$ cat config.mk
export PLATFORM = sky130hd
export DESIGN_NAME = refresh_sched
export DESIGN_NICKNAME = d
export VERILOG_FILES = /design/src/rtl/refresh_pkg.sv /design/src/rtl/refresh_timer.sv /design/src/rtl/refresh_walker.sv /design/src/rtl/refresh_sched.sv
export SDC_FILE = /design/constraint.sdc
export NUM_CORES = 1
export LEC_CHECK = 0
export ABC_CLOCK_PERIOD_IN_PS = 2000
export BUFFER_PORTS_ARGS = -buffer_cell sky130_fd_sc_hd__buf_2
export CAP_MARGIN = 0
export CORE_ASPECT_RATIO = 0.5
export CORE_MARGIN = 1.5
export CORE_UTILIZATION = 40
export DETAILED_ROUTE_END_ITERATION = 10
export PLACE_DENSITY = 0.7
export SETUP_SLACK_MARGIN = 0.1
export SLEW_MARGIN = 5
export SYNTH_ARGS = -nofsm -noshare
export SYNTH_HDL_FRONTEND = slang
export SYNTH_SLANG_ARGS = --single-unit
export TNS_END_PERCENT = 1
$ cat constraint.sdc
create_clock -name clk -period 2 [get_ports clk]
set_input_delay 0.1 -clock clk [delete_from_list [all_inputs] [get_ports clk]]
set_output_delay 0.1 -clock clk [all_outputs]
set_load 0.02 [all_outputs]
$ cat src/rtl/refresh_pkg.sv
package refresh_pkg;

    typedef enum logic [1:0] {
        SCH_PWRUP_REQ = 2'd0,
        SCH_IDLE      = 2'd1,
        SCH_PERIOD_REQ = 2'd2,
        SCH_WALK      = 2'd3
    } sched_e;

    typedef enum logic [1:0] {
        WK_IDLE  = 2'd0,
        WK_ISSUE = 2'd1,
        WK_WAIT  = 2'd2
    } walk_e;

    function automatic logic requesting(input sched_e s);
        return (s == SCH_PWRUP_REQ) || (s == SCH_PERIOD_REQ);
    endfunction

    function automatic int max_int(input int a, input int b);
        return (a > b) ? a : b;
    endfunction

endpackage

$ cat src/rtl/refresh_timer.sv
module refresh_timer
    import refresh_pkg::*;
#(
    parameter int EXPIRE_TICKS = 20,
    parameter int PERIOD_TICKS = 2592000
) (
    input  logic clk,
    input  logic rst,
    input  logic tick_i,
    input  logic clear_i,
    input  logic short_i,
    output logic hit_o
);
    localparam int CW = $clog2(max_int(EXPIRE_TICKS, PERIOD_TICKS) + 1);
    localparam logic [CW-1:0] EXP_LAST = CW'(EXPIRE_TICKS - 1);
    localparam logic [CW-1:0] PER_LAST = CW'(PERIOD_TICKS - 1);

    logic [CW-1:0] count;
    logic [CW-1:0] last;

    assign last  = short_i ? EXP_LAST : PER_LAST;
    assign hit_o = tick_i && !clear_i && (count == last);

    always_ff @(posedge clk) begin
        if (rst || clear_i) begin
            count <= '0;
        end else if (tick_i) begin
            count <= hit_o ? '0 : count + 1'b1;
        end
    end

    // the count never passes the longer of the two limits
    a_r3_count_bound: assert property (@(posedge clk) disable iff (rst)
        count <= ((EXP_LAST > PER_LAST) ? EXP_LAST : PER_LAST));

    // in the short window the count never passes the expiry limit
    a_r2_short_bound: assert property (@(posedge clk) disable iff (rst)
        (short_i && !clear_i) |-> (count <= EXP_LAST));

endmodule

$ cat src/rtl/refresh_walker.sv
module refresh_walker
    import refresh_pkg::*;
#(
    parameter int PAGES = 512
) (
    input  logic                     clk,
    input  logic                     rst,
    input  logic                     start_i,
    input  logic                     done_i,
    output logic [$clog2(PAGES)-1:0] page_o,
    output logic                     strobe_o,
    output logic                     finish_o
);
    localparam int PW = $clog2(PAGES);
    localparam logic [PW-1:0] LAST_PAGE = PW'(PAGES - 1);

    walk_e         wstate;
    logic [PW-1:0] page;

    assign page_o   = page;
    assign strobe_o = (wstate == WK_ISSUE);
    assign finish_o = (wstate == WK_WAIT) && done_i && (page == LAST_PAGE);

    always_ff @(posedge clk) begin
        if (rst) begin
            wstate <= WK_IDLE;
            page   <= '0;
        end else begin
            unique case (wstate)
                WK_IDLE: begin
                    if (start_i) begin
                        wstate <= WK_ISSUE;
                        page   <= '0;
                    end
                end
                WK_ISSUE: wstate <= WK_WAIT;
                WK_WAIT: begin
                    if (done_i) begin
                        if (page == LAST_PAGE) begin
                            wstate <= WK_IDLE;
                        end else begin
                            page   <= page + 1'b1;
                            wstate <= WK_ISSUE;
                        end
                    end
                end
                default: wstate <= WK_IDLE;
            endcase
        end
    end

    // a strobe lasts one cycle only
    a_r6_strobe_single: assert property (@(posedge clk) disable iff (rst)
        strobe_o |=> !strobe_o);

    // page index holds while waiting for the array
    a_r7_page_hold: assert property (@(posedge clk) disable iff (rst)
        strobe_o |=> $stable(page_o));

endmodule

$ cat src/rtl/refresh_sched.sv
module refresh_sched
    import refresh_pkg::*;
#(
    parameter int PAGES        = 512,
    parameter int EXPIRE_TICKS = 20,
    parameter int PERIOD_TICKS = 2592000
) (
    input  logic                     clk,
    input  logic                     rst,
    input  logic                     tick,
    input  logic                     rfsh_ack_n,
    input  logic                     page_done,
    output logic                     rfsh_req_n,
    output logic                     wr_block,
    output logic [$clog2(PAGES)-1:0] page_idx,
    output logic                     page_rw_stb
);
    sched_e state, state_nx;
    logic   take_ack;
    logic   timer_hit;
    logic   timer_clear;
    logic   walk_finish;

    assign take_ack    = requesting(state) && !rfsh_ack_n;
    assign timer_clear = take_ack || (state == SCH_PERIOD_REQ) || (state == SCH_WALK);
    assign rfsh_req_n  = !requesting(state);
    assign wr_block    = (state == SCH_WALK);

    refresh_timer #(
        .EXPIRE_TICKS(EXPIRE_TICKS),
        .PERIOD_TICKS(PERIOD_TICKS)
    ) u_timer (
        .clk    (clk),
        .rst    (rst),
        .tick_i (tick),
        .clear_i(timer_clear),
        .short_i(state == SCH_PWRUP_REQ),
        .hit_o  (timer_hit)
    );

    refresh_walker #(
        .PAGES(PAGES)
    ) u_walker (
        .clk     (clk),
        .rst     (rst),
        .start_i (take_ack),
        .done_i  (page_done),
        .page_o  (page_idx),
        .strobe_o(page_rw_stb),
        .finish_o(walk_finish)
    );

    always_comb begin
        state_nx = state;
        unique case (state)
            SCH_PWRUP_REQ: begin
                if (take_ack)       state_nx = SCH_WALK;
                else if (timer_hit) state_nx = SCH_IDLE;
            end
            SCH_IDLE:       if (timer_hit)   state_nx = SCH_PERIOD_REQ;
            SCH_PERIOD_REQ: if (take_ack)    state_nx = SCH_WALK;
            SCH_WALK:       if (walk_finish) state_nx = SCH_IDLE;
            default:        state_nx = SCH_IDLE;
        endcase
    end

    always_ff @(posedge clk) begin
        if (rst) state <= SCH_PWRUP_REQ;
        else     state <= state_nx;
    end

    // an acknowledge of a pending request drops it and starts the walk
    a_r4_ack_starts: assert property (@(posedge clk) disable iff (rst)
        (!rfsh_req_n && !rfsh_ack_n) |=> (rfsh_req_n && wr_block && page_rw_stb));

    // never request while a walk is running
    a_r9_no_req_busy: assert property (@(posedge clk) disable iff (rst)
        wr_block |-> rfsh_req_n);

    // strobes only occur inside a walk
    a_r6_stb_in_walk: assert property (@(posedge clk) disable iff (rst)
        page_rw_stb |-> wr_block);

    // an acknowledge without a pending request changes nothing
    a_r5_ack_ignored: assert property (@(posedge clk) disable iff (rst)
        (rfsh_req_n && !wr_block && !rfsh_ack_n) |=> !wr_block);

endmodule

==> out/results.txt, run 1 <==
final-layout worst hold slack: 0.0873 ns
floorplan row count: 17
endpoint kind of the worst setup timing path: flop
first-pass iteration count of the detailed router: 4
area of the core region: 4450 um2
r2r endpoint: u_timer.count[2]$_SDFFE_PP0P_
Synth Net Count: 224
clock skew after layout: 0.00617 ns
mean cell area of the mapped netlist: 8.79 um2
die span in y: 51.3 um
met2 track utilization from global routing: 0.305
number of setup violations in the final report: 0
final hold viol count: 0
max incr delay on CP: 0.47 ns
worst rel slew slack: 0.656
Tightest Hold Check Type: primary input to flop
cells on worst reg2reg path: 8
status: completed
global route hottest layer: met2
deepest level of the CTS H-tree: 2
Max VDD drop: 0.546 mV
number of buffers on the longest clock path: 2
Post-CTS Hold Fix Bufs: 0
Layout Area Growth over Synthesis: 24.0%
wire length of the first global-routing pass: 6840 um
startpoint of the most critical hold path: rst
count of cell types in the netlist: 43
Vias: 1,610
Synth area leader: dfxtp_1
met1 routing resource usage after global routing: 0.193
share of async-settable or async-resettable flops after synthesis: 0
clock transition at the registers of the reported paths: 0.07 ns
clk_lat worst skew: 0.29 ns
number of nets with antenna violations after detailed routing: 0
number of buffer cells added on primary ports: 16
EDFF count, synth: 0
proportion of synthesized chip area in sequential cells: 0.376
placed wire-length estimate after detailed placement: 2970 um
maximum clock frequency: 514 MHz
worst-margin pin slew: 0.510 ns
Final #Nets: 254
root buffer cell: clkbuf_8
I/O pin count: 17
chip width: 99.5 um
area share of the leading cell type in the synthesized netlist: 0.376
Syn Std Cell Area: 1860 um2
total of warnings raised by yosys: 0
PwrDens: 858 nW/um2
Final Cycle Share: 0.974
all-layer global routing usage: 0.172
arrival time worst endpoint: 2.13 ns
worst setup path endpoint: u_timer.count[2]$_SDFFE_PP0P_
number of cells produced by synthesis: 212
TritonCTS clock tree: yes
worst reg2reg path startpoint: state[1]$_SDFFE_PP0P_
via count of the first global-routing pass: 1,543
Die Area: 5100 um2
Detailed Route WL: 4200 um
total global routing overflow: 0
DRC viols: 0
type of the worst setup path: flop to flop
leakage power figure: 0.798 nW
register bit total from synthesis: 35
final RePlAce weighted congestion: 0.753
minimum clock period after layout: 1.95 ns
met3 Resource Use GR: 0.0534
critical path peak fanout: 7
maximum number of pins on one net before global-route repair: 13
share of final-layout standard cells stronger than drive strength 1: 0.280
most frequent cells after synthesis: 35 x dfxtp_1, 30 x nor2_1, 21 x xnor2_1, 12 x nand3_1, 11 x nand2_1
most used standard cell by instance count after synthesis: dfxtp_1
Worst Setup SP: state[1]$_SDFFE_PP0P_
Clock Sink Count: 35
most instantiated flip-flop cell in the synthesis netlist: dfxtp_1
Required @ worst endpoint: 2.18 ns
number of max-cap violations: 0
pins over their slew limit: 0
CP Cell Sequence: inv_2 -> ha_4 -> or4b_4 -> a211oi_4 -> nand4b_4 -> nand2_4 -> clkbuf_16 -> nor2_2
critical path startpoint category: flop
slowest CP cell: or4b_4
Antenna Cells: 0
post-layout power: 0.00198 W
initial antenna violation count: 0
Area contributors post-synth: dfxtp_1 38%, xnor2_1 9.9%, nor2_1 6.0%
via count normalized by instance count: 5.37
initial drt markers: 64
effective utilization at floorplan: 0.419
setup repair after global routing missed its margin: yes
FF-to-FF setup slack: 0.05 ns
TritonCTS buffer count: 5
average routed wire per standard cell: 14.0 um
[power breakdown]
| group | internal [W] | switching (W) | total, W |
|---|---|---|---|
| Combinational | 0.000341 | 0.000380 | 0.000721 |
| Clock | 0.000244 | 0.000245 | 0.000489 |
| Sequential | 0.000730 | 0.0000426 | 0.000772 |
[state kept, by name, indices dropped and copies added (netlist names)]
| register | count |
|---|---|
| u_timer.count | 22 |
| u_walker.page_o | 9 |
| state | 2 |
| u_walker.wstate | 2 |
[stage by stage]
| step | utilization | cell area, um2 | worst slack (ns) | setup TNS [ns] | instances |
|---|---|---|---|---|---|
| 2_1_floorplan | - | 1870 | 0.0931 | 0 | 212 |
| 3_3_place_gp | 0.469 | 2080 | 0.0870 | 0 | 289 |
| 3_5_place_dp | 0.469 | 2080 | 0.0320 | 0 | 289 |
| 4_1_cts | 0.488 | 2170 | 0.0830 | 0 | 297 |
| 5_1_grt | 0.520 | 2310 | -0.00801 | -0.0496 | 300 |
| 6_report | 0.520 | 2310 | 0.0527 | 0 | 300 |
[cell type report]
| cell class | instances | area (um2) |
|---|---|---|
| sequential | 35 | 711 |
| inverter | 6 | 22.5 |
| clock inverter | 1 | 5.00 |
| multi-input combinational | 165 | 1200 |
| fill | 395 | 2130 |
| timing repair buffer | 29 | 220 |
| tap | 57 | 71.3 |
| clock buffer | 7 | 76.3 |
[worst min path at each step]
stage	endpoint	slack, ns	cells past startpoint
3_3_place_gp	u_walker.wstate[1]$_SDFFE_PP0P_	0.39	2
3_5_place_dp	u_walker.wstate[1]$_SDFFE_PP0P_	0.40	2
4_1_cts	u_walker.wstate[1]$_SDFFE_PP0P_	0.09	2
5_1_grt	u_walker.wstate[0]$_SDFFE_PP0P_	0.09	2
6_report	u_walker.wstate[1]$_SDFFE_PP0P_	0.09	2
2_1_floorplan	u_timer.count[0]$_SDFFE_PP0P_	0.25	2
[timing repair]
| action | CTS | global route |
|---|---|---|
| endpoints found under the hold margin | 0 | 0 |
| buffers inserted | 0 | 2 |
| pin swaps | 2 | 16 |
| cloned | 0 | 1 |
| resized for setup | 1 | 27 |
| endpoints found under the setup margin | 23 | 33 |
[cells by family (layout without fill, tap and decap cells)]
logic type      after synthesis  count (layout)  synth area share
simple gates                111             111             0.332
flops                        35              35             0.376
xor+xnor                     28              28             0.132
compound gates               17              17            0.0698
buf+inv                      12              43            0.0329
fa+ha+maj                     7               7            0.0470
mux                           2               2            0.0107
[placed cells by master (no fill, tap or decap), drive strengths merged, types with 6 or more instances in the layout]
cell,n
xnor2,21
ha,7
xor2,7
nor3,8
nor2,40
inv,6
nand4,6
dfxtp,35
nand3,12
clkbuf,8
nor4,8
buf,28
nand2,12
[worst max-delay path: cells and delay by family (launching register included)]
kind                       cells  cell delay, ns
AOI/OAI and AO/OA              1            0.29
adders and majority gates      1            0.12
buffers and inverters          2            0.23
DFF                            1            0.34
and+or+nand+nor                4            0.86
[layer usage]
| metal | share of wire | vias to the layer above |
|---|---|---|
| met1 | 0.47 | 758 |
| met5 | 0 | - |
| li1 | - | 812 |
| met4 | 0.012 | 0 |
| met3 | 0.031 | 9 |
| met2 | 0.49 | 31 |
No activity file was read; power rests on OpenSTA's default activity.
==> run 2, diff against run 1 <==
CTS_BUF_LIST = sky130_fd_sc_hd__clkbuf_16   (was not set)
CTS_CLUSTER_SIZE = 24   (was not set)
==> out/results.txt, run 2 (synthesis gave the netlist of run 1 again) <==
endpoint kind of the worst setup timing path: flop (unchanged)
startpoint of the most critical hold path: rst (unchanged)
post-layout power: 0.00220 W (was 0.00198 W)
flip-flop count of the largest register after layout: 22 (unchanged)
area of the core region: 4450 um2 (unchanged)
Die Area: 5100 um2 (unchanged)
I/O pin count: 17 (unchanged)
via count normalized by instance count: 5.41 (was 5.37)
cells on worst reg2reg path: 8 (unchanged)
Layout Area Growth over Synthesis: 25.4% (was 24.0%)
effective utilization at floorplan: 0.419 (unchanged)
count of fill cells added during filler insertion: 395 (unchanged)
final hold viol count: 0 (unchanged)
pins over their slew limit: 0 (unchanged)
total negative slack for setup checks: 0 ns (unchanged)
Placement Cell Area: 2080 um2 (unchanged)
all-layer global routing usage: 0.179 (was 0.172)
Clock Sink Count: 35 (unchanged)
Antenna Cells: 0 (unchanged)
number of buffers on the longest clock path: 2 (unchanged)
chip width: 99.5 um (unchanged)
TritonCTS buffer count: 5 (unchanged)
final RePlAce weighted congestion: 0.753 (unchanged)
clock skew after layout: 0.00264 ns (was 0.00617 ns)
net switching power: 0.000683 W (was 0.000667 W)
critical path peak fanout: 7 (unchanged)
worst setup path endpoint: u_timer.count[8]$_SDFFE_PP0P_ (was u_timer.count[2]$_SDFFE_PP0P_)
Post-CTS Hold Fix Bufs: 0 (unchanged)
slowest CP cell: or4b_4 (unchanged)
metal3 WL: 174 um (was 132 um)
number of max-cap violations: 0 (unchanged)
minimum clock period after layout: 2.00 ns (was 1.95 ns)
arrival time worst endpoint: 2.17 ns (was 2.13 ns)
total global routing overflow: 0 (unchanged)
FF-to-FF setup slack: 0.0006 ns (was 0.05 ns)
final-layout worst hold slack: 0.0946 ns (was 0.0873 ns)
met1 WL: 1920 um (was 1960 um)
initial antenna violation count: 0 (unchanged)
leakage power figure: 0.833 nW (was 0.798 nW)
number of buffer cells added on primary ports: 16 (unchanged)
fraction of power consumed by sequential logic: 0.352 (was 0.390)
deepest level of the CTS H-tree: 2 (unchanged)
CP Cell Sequence: inv_2 -> ha_4 -> or4b_4 -> a211oi_4 -> nand4b_4 -> nand2_4 -> clkbuf_16 -> nor2_2 (unchanged)
wire length of the first global-routing pass: 6950 um (was 6840 um)
initial drt markers: 73 (was 64)
Levels on crit path: 8 (unchanged)
family with the most delay on the worst path: simple AND/OR/NAND/NOR gates (unchanged)
r2r endpoint: u_timer.count[8]$_SDFFE_PP0P_ (was u_timer.count[2]$_SDFFE_PP0P_)
max incr delay on CP: 0.49 ns (was 0.47 ns)
worst reg2reg path startpoint: state[1]$_SDFFE_PP0P_ (unchanged)
Detailed Route WL: 4200 um (about the same)
critical path startpoint category: flop (unchanged)
Final Cycle Share: 1.00 (was 0.974)
clock transition at the registers of the reported paths: 0.05 ns (was 0.07 ns)
floorplan row count: 17 (unchanged)
register with the highest flop count: u_timer.count (unchanged)
Worst Setup SP: state[1]$_SDFFE_PP0P_ (unchanged)
worst rel slew slack: 0.618 (was 0.656)
root buffer cell: clkbuf_16 (was clkbuf_8)
Final Util: 0.526 (was 0.520)
Tightest Hold Check Type: primary input to flop (unchanged)
relative contribution of combinational cells to total power: 0.320 (was 0.364)
setup repair after global routing missed its margin: yes (unchanged)
clk_lat worst skew: 0.28 ns (was 0.29 ns)
Final #Nets: 254 (unchanged)
DR WL met2: 1990 um (was 2060 um)
number of setup violations in the final report: 0 (unchanged)
worst-margin pin slew: 0.566 ns (was 0.510 ns)
DRC viols: 0 (unchanged)
internal portion of total power: 0.00152 W (was 0.00131 W)
Required @ worst endpoint: 2.17 ns (was 2.18 ns)
worst path buffer plus inverter count: 2 (unchanged)
Vias: 1,622 (was 1,610)
type of the worst setup path: flop to flop (unchanged)
maximum clock frequency: 500 MHz (was 514 MHz)
share of total power in the clock network: 0.328 (was 0.247)
TritonCTS clock tree: yes (unchanged)
Max VDD drop: 0.526 mV (was 0.546 mV)
uppermost layer routed: met4 (unchanged)
most common library cell in the layout ignoring fill and taps: nor2_1
placed wire-length estimate after detailed placement: 2970 um (unchanged)
via count of the first global-routing pass: 1,549 (was 1,543)
first-pass iteration count of the detailed router: 4 (unchanged)
highest-count cells in the layout ignoring fill and taps: 30 x nor2_1, 29 x dfxtp_1, 21 x xnor2_1, 16 x buf_2, 12 x nand3_1 (was 29 x nor2_1, 29 x dfxtp_1, 21 x xnor2_1, 16 x buf_2)
average routed wire per standard cell: 14.0 um (about the same)
maximum number of pins on one net before global-route repair: 13 (unchanged)
PwrDens: 943 nW/um2 (was 858 nW/um2)
die span in y: 51.3 um (unchanged)
share of final-layout standard cells stronger than drive strength 1: 0.276 (was 0.280)
status: completed (unchanged)
Finished Cell Area: 2340 um2 (was 2310 um2)
net switching share of the total power: 0.310 (was 0.337)
number of nets with antenna violations after detailed routing: 0 (unchanged)
run 2: cell count changes in the layout (fill, tap and decap cells not counted), moves of 2 or more:
| cell | previous run | this run |
|---|---|---|
| clkbuf_1 | 2 | 0 |
| clkbuf_16 | 1 | 6 |
| clkbuf_8 | 5 | 0 |
| inv_1 | 4 | 6 |
| nor2_4 | 5 | 0 |
| nor2_2 | 6 | 10 |
run 2: area by class of cell:
type / instances / area [um2] / share of cell area
repair buffers: 29 / 220 / 0.0942
inverters: 6 / 22.5 / 0.00964
clock inverters: 3 / 12.5 / 0.00535
clock buffers: 5 / 125 / 0.0535
multi-input cells: 165 / 1180 / 0.504
flip-flops and latches: 35 / 708 / 0.303
well taps: 57 / 71.3 / 0.0305
run 2: through the flow:
stage / cells / setup WS (ns)
6_report: 300 / 0.000637
3_3_place_gp: 289 / 0.0870
2_1_floorplan: 212 / 0.0931
3_5_place_dp: 289 / 0.0320
5_1_grt: 300 / -0.0518
4_1_cts: 297 / 0.0510
run 2: how the worst min path moves through the flow:
stage | end | slack (ns) | depth (start not counted)
after floorplan | u_timer.count[0]$_SDFFE_PP0P_ | 0.25 | 2
final | u_walker.page_o[0]$_SDFFE_PP0P_ | 0.09 | 2
after detailed placement | u_walker.wstate[1]$_SDFFE_PP0P_ | 0.40 | 2
after CTS | u_walker.wstate[1]$_SDFFE_PP0P_ | 0.1 | 2
after global routing | u_walker.page_o[0]$_SDFFE_PP0P_ | 0.10 | 2
after global placement | u_walker.wstate[1]$_SDFFE_PP0P_ | 0.39 | 2
run 2: power by group through the flow:
stage,registers [W],clock network [W],logic (W)
after floorplan,0.000771,0,0.000411
after global placement,0.000778,0,0.000581
after detailed placement,0.000782,0,0.000594
after CTS,0.000768,0.000750,0.000614
after global routing,0.000780,0.000789,0.000765
final,0.000775,0.000722,0.000706
run 2: per-layer routing:
metal  global-route usage  vias to the layer above
met5                    0                        -
met4               0.0751                        0
met3               0.0780                       10
met2                0.305                       29
met1                0.198                      775
li1                     -                      808
run 2: repair_timing:
item | CTS | global route
gates cloned | 0 | 1
resized for setup | 3 | 18
setup endpoints to repair | 23 | 33
setup buffers | 0 | 2
pin swaps | 2 | 8
hold endpoints to repair | 0 | 0
==> run 3, diff against run 2 <==
PLACE_DENSITY = not set   (was 0.7)
==> out/results.txt, run 3 (synthesis gave the netlist of run 1 again) <==
FF-to-FF setup slack: 0.09 ns (was 0.0006 ns)
type of the worst setup path: flop to flop (unchanged)
hold depth: 2 (unchanged)
pins over their slew limit: 0 (unchanged)
Max VDD drop: 0.453 mV (was 0.526 mV)
CP Cell Sequence: inv_2 -> ha_2 -> or4b_4 -> a211oi_2 -> nand4b_4 -> nand2_4 -> clkbuf_16 -> nor2_2 (was inv_2 -> ha_4 -> or4b_4 -> a211oi_4 -> nand4b_4 -> nand2_4 -> clkbuf_16 -> nor2_2)
worst-margin pin slew: 0.518 ns (was 0.566 ns)
clock skew after layout: 0.00370 ns (was 0.00264 ns)
endpoint kind of the worst setup timing path: flop (unchanged)
internal portion of total power: 0.00151 W (was 0.00152 W)
Final Cycle Share: 0.954 (was 1.00)
number of setup violations in the final report: 0 (unchanged)
most common library cell in the layout ignoring fill and taps: dfxtp_1 (was nor2_1)
first-pass iteration count of the detailed router: 4 (unchanged)
clock transition at the registers of the reported paths: 0.05 ns (about the same)
Die Area: 5100 um2 (unchanged)
TritonCTS clock tree: yes (unchanged)
net switching share of the total power: 0.310 (about the same)
total global routing overflow: 0 (unchanged)
register with the highest flop count: u_timer.count (unchanged)
arrival time worst endpoint: 2.08 ns (was 2.17 ns)
Clock Sink Count: 35 (unchanged)
worst path buffer plus inverter count: 2 (unchanged)
maximum number of pins on one net before global-route repair: 21 (was 13)
worst rel slew slack: 0.654 (was 0.618)
Final #Nets: 256 (was 254)
Vias: 1,579 (was 1,622)
clk_lat worst skew: 0.28 ns (about the same)
slowest CP cell: or4b_4 (unchanged)
initial drt markers: 59 (was 73)
share of final-layout standard cells stronger than drive strength 1: 0.282 (was 0.276)
maximum clock frequency: 524 MHz (was 500 MHz)
via count normalized by instance count: 5.23 (was 5.41)
total negative slack for setup checks: 0 ns (unchanged)
critical path peak fanout: 6 (was 7)
PwrDens: 936 nW/um2 (was 943 nW/um2)
minimum clock period after layout: 1.91 ns (was 2.00 ns)
I/O pin count: 17 (unchanged)
Layout Area Growth over Synthesis: 25.2% (was 25.4%)
Post-CTS Hold Fix Bufs: 0 (unchanged)
number of buffers on the longest clock path: 2 (unchanged)
root buffer cell: clkbuf_16 (unchanged)
Antenna Cells: 0 (unchanged)
final RePlAce weighted congestion: 0.844 (was 0.753)
highest-count cells in the layout ignoring fill and taps: 31 x dfxtp_1, 29 x nor2_1, 21 x xnor2_1, 16 x buf_2, 12 x nand3_1 (was 30 x nor2_1, 29 x dfxtp_1, 21 x xnor2_1, 16 x buf_2, 12 x nand3_1)
average routed wire per standard cell: 13.2 um (was 14.0 um)
r2r endpoint: u_timer.count[11]$_SDFFE_PP0P_ (was u_timer.count[8]$_SDFFE_PP0P_)
all-layer global routing usage: 0.170 (was 0.179)
Tightest Hold Check Type: primary input to flop (unchanged)
die span in y: 51.3 um (unchanged)
leakage power figure: 0.841 nW (was 0.833 nW)
fraction of power consumed by sequential logic: 0.354 (was 0.352)
initial antenna violation count: 0 (unchanged)
final hold viol count: 0 (unchanged)
startpoint of the most critical hold path: rst (unchanged)
flip-flop count of the largest register after layout: 22 (unchanged)
net switching power: 0.000678 W (was 0.000683 W)
final-layout worst hold slack: 0.103 ns (was 0.0946 ns)
relative contribution of combinational cells to total power: 0.312 (was 0.320)
critical path startpoint category: flop (unchanged)
floorplan row count: 17 (unchanged)
max incr delay on CP: 0.45 ns (was 0.49 ns)
setup repair after global routing missed its margin: yes (unchanged)
chip width: 99.5 um (unchanged)
area of the core region: 4450 um2 (unchanged)
Detailed Route WL: 4000 um (was 4200 um)
effective utilization at floorplan: 0.419 (unchanged)
count of fill cells added during filler insertion: 412 (was 395)
number of max-cap violations: 0 (unchanged)
family with the most delay on the worst path: simple AND/OR/NAND/NOR gates (unchanged)
share of total power in the clock network: 0.334 (was 0.328)
wire length of the first global-routing pass: 6620 um (was 6950 um)
status: completed (unchanged)
worst reg2reg path startpoint: state[1]$_SDFFE_PP0P_ (unchanged)
DRC viols: 0 (unchanged)
cells on worst reg2reg path: 8 (unchanged)
number of buffer cells added on primary ports: 16 (unchanged)
via count of the first global-routing pass: 1,419 (was 1,549)
Required @ worst endpoint: 2.17 ns (about the same)
placed wire-length estimate after detailed placement: 2770 um (was 2970 um)
TritonCTS buffer count: 5 (unchanged)
Worst Hold Endpoint: u_walker.wstate[0]$_SDFFE_PP0P_ (was u_walker.page_o[0]$_SDFFE_PP0P_)
deepest level of the CTS H-tree: 2 (unchanged)
number of nets with antenna violations after detailed routing: 0 (unchanged)
-- run 3: changes by cell type in the layout (fill, tap and decap cells not counted), moves of 2 or more --
cell	before	now
dfxtp_2	6	4
dfxtp_1	29	31
buf_6	0	2
ha_2	1	3
ha_4	2	0
-- run 3: cell type report --
| cell class | instances | area (um2) | share of cell area |
|---|---|---|---|
| clock buffers | 5 | 125 | 0.0536 |
| clock inverters | 3 | 12.5 | 0.00536 |
| well taps | 57 | 71.3 | 0.0305 |
| multi-input cells | 165 | 1170 | 0.500 |
| repair buffers | 31 | 230 | 0.0986 |
| flip-flops and latches | 35 | 706 | 0.302 |
| inverters | 6 | 22.5 | 0.00965 |
-- run 3: what timing repair did --
item,4_1_cts,5_1_grt
cloned,0,2
pin swaps,1,6
buffers inserted,1,2
resized for setup,1,19
setup endpoints to repair,23,33
-- run 3: power by group through the flow --
| stage | Combinational, W | Clock, W | Sequential, W |
|---|---|---|---|
| 6_report | 0.000681 | 0.000730 | 0.000775 |
| 2_1_floorplan | 0.000411 | 0 | 0.000771 |
| 3_5_place_dp | 0.000571 | 0 | 0.000780 |
| 3_3_place_gp | 0.000567 | 0 | 0.000780 |
| 4_1_cts | 0.000581 | 0.000747 | 0.000766 |
| 5_1_grt | 0.000742 | 0.000776 | 0.000780 |
-- run 3: worst reg2reg max path, delay by kind of cell, from the launching register on --
family | cells | cell delay [ns]
AO/OA/AOI/OAI | 1 | 0.29
adder cells (fa/ha/maj) | 1 | 0.16
buffers and inverters | 2 | 0.20
AND/OR/NAND/NOR | 4 | 0.81
flip-flops | 1 | 0.33
-- run 3: per-stage QoR --
stage               setup slack (ns)  cell area, um2  utilization  power (W)  instances
detailed placement            0.0438            2070        0.466    0.00135        289
global route                 -0.0221            2330        0.525    0.00230        302
finish                        0.0925            2330        0.525    0.00219        302
CTS                           0.0735            2220        0.499    0.00209        298
floorplan                     0.0931            1870            -    0.00118        212
global placement              0.0872            2070        0.466    0.00135        289
-- run 3: worst max-delay path by stage --
stage | from | end | cells after the start
after floorplan | u_walker.page_o[0]$_SDFFE_PP0P_ | u_walker.page_o[1]$_SDFFE_PP0P_ | 9
after global placement | state[1]$_SDFFE_PP0P_ | u_timer.count[14]$_SDFFE_PP0P_ | 8
after detailed placement | state[1]$_SDFFE_PP0P_ | u_timer.count[16]$_SDFFE_PP0P_ | 8
after CTS | state[1]$_SDFFE_PP0P_ | u_timer.count[12]$_SDFFE_PP0P_ | 9
after global routing | u_timer.count[4]$_SDFFE_PP0P_ | u_timer.count[21]$_SDFFE_PP0P_ | 5
final | state[1]$_SDFFE_PP0P_ | u_timer.count[11]$_SDFFE_PP0P_ | 8
-- run 3: metal layers --
| layer | share of wire | routed length, um | GRT usage | vias to the layer above |
|---|---|---|---|---|
| li1 | - | - | - | 813 |
| met1 | 0.50 | 1990 | 0.224 | 736 |
| met2 | 0.45 | 1800 | 0.255 | 24 |
| met3 | 0.040 | 159 | 0.0588 | 6 |
| met4 | 0.014 | 57 | 0.0704 | 0 |
| met5 | 0 | 0 | 0 | - |
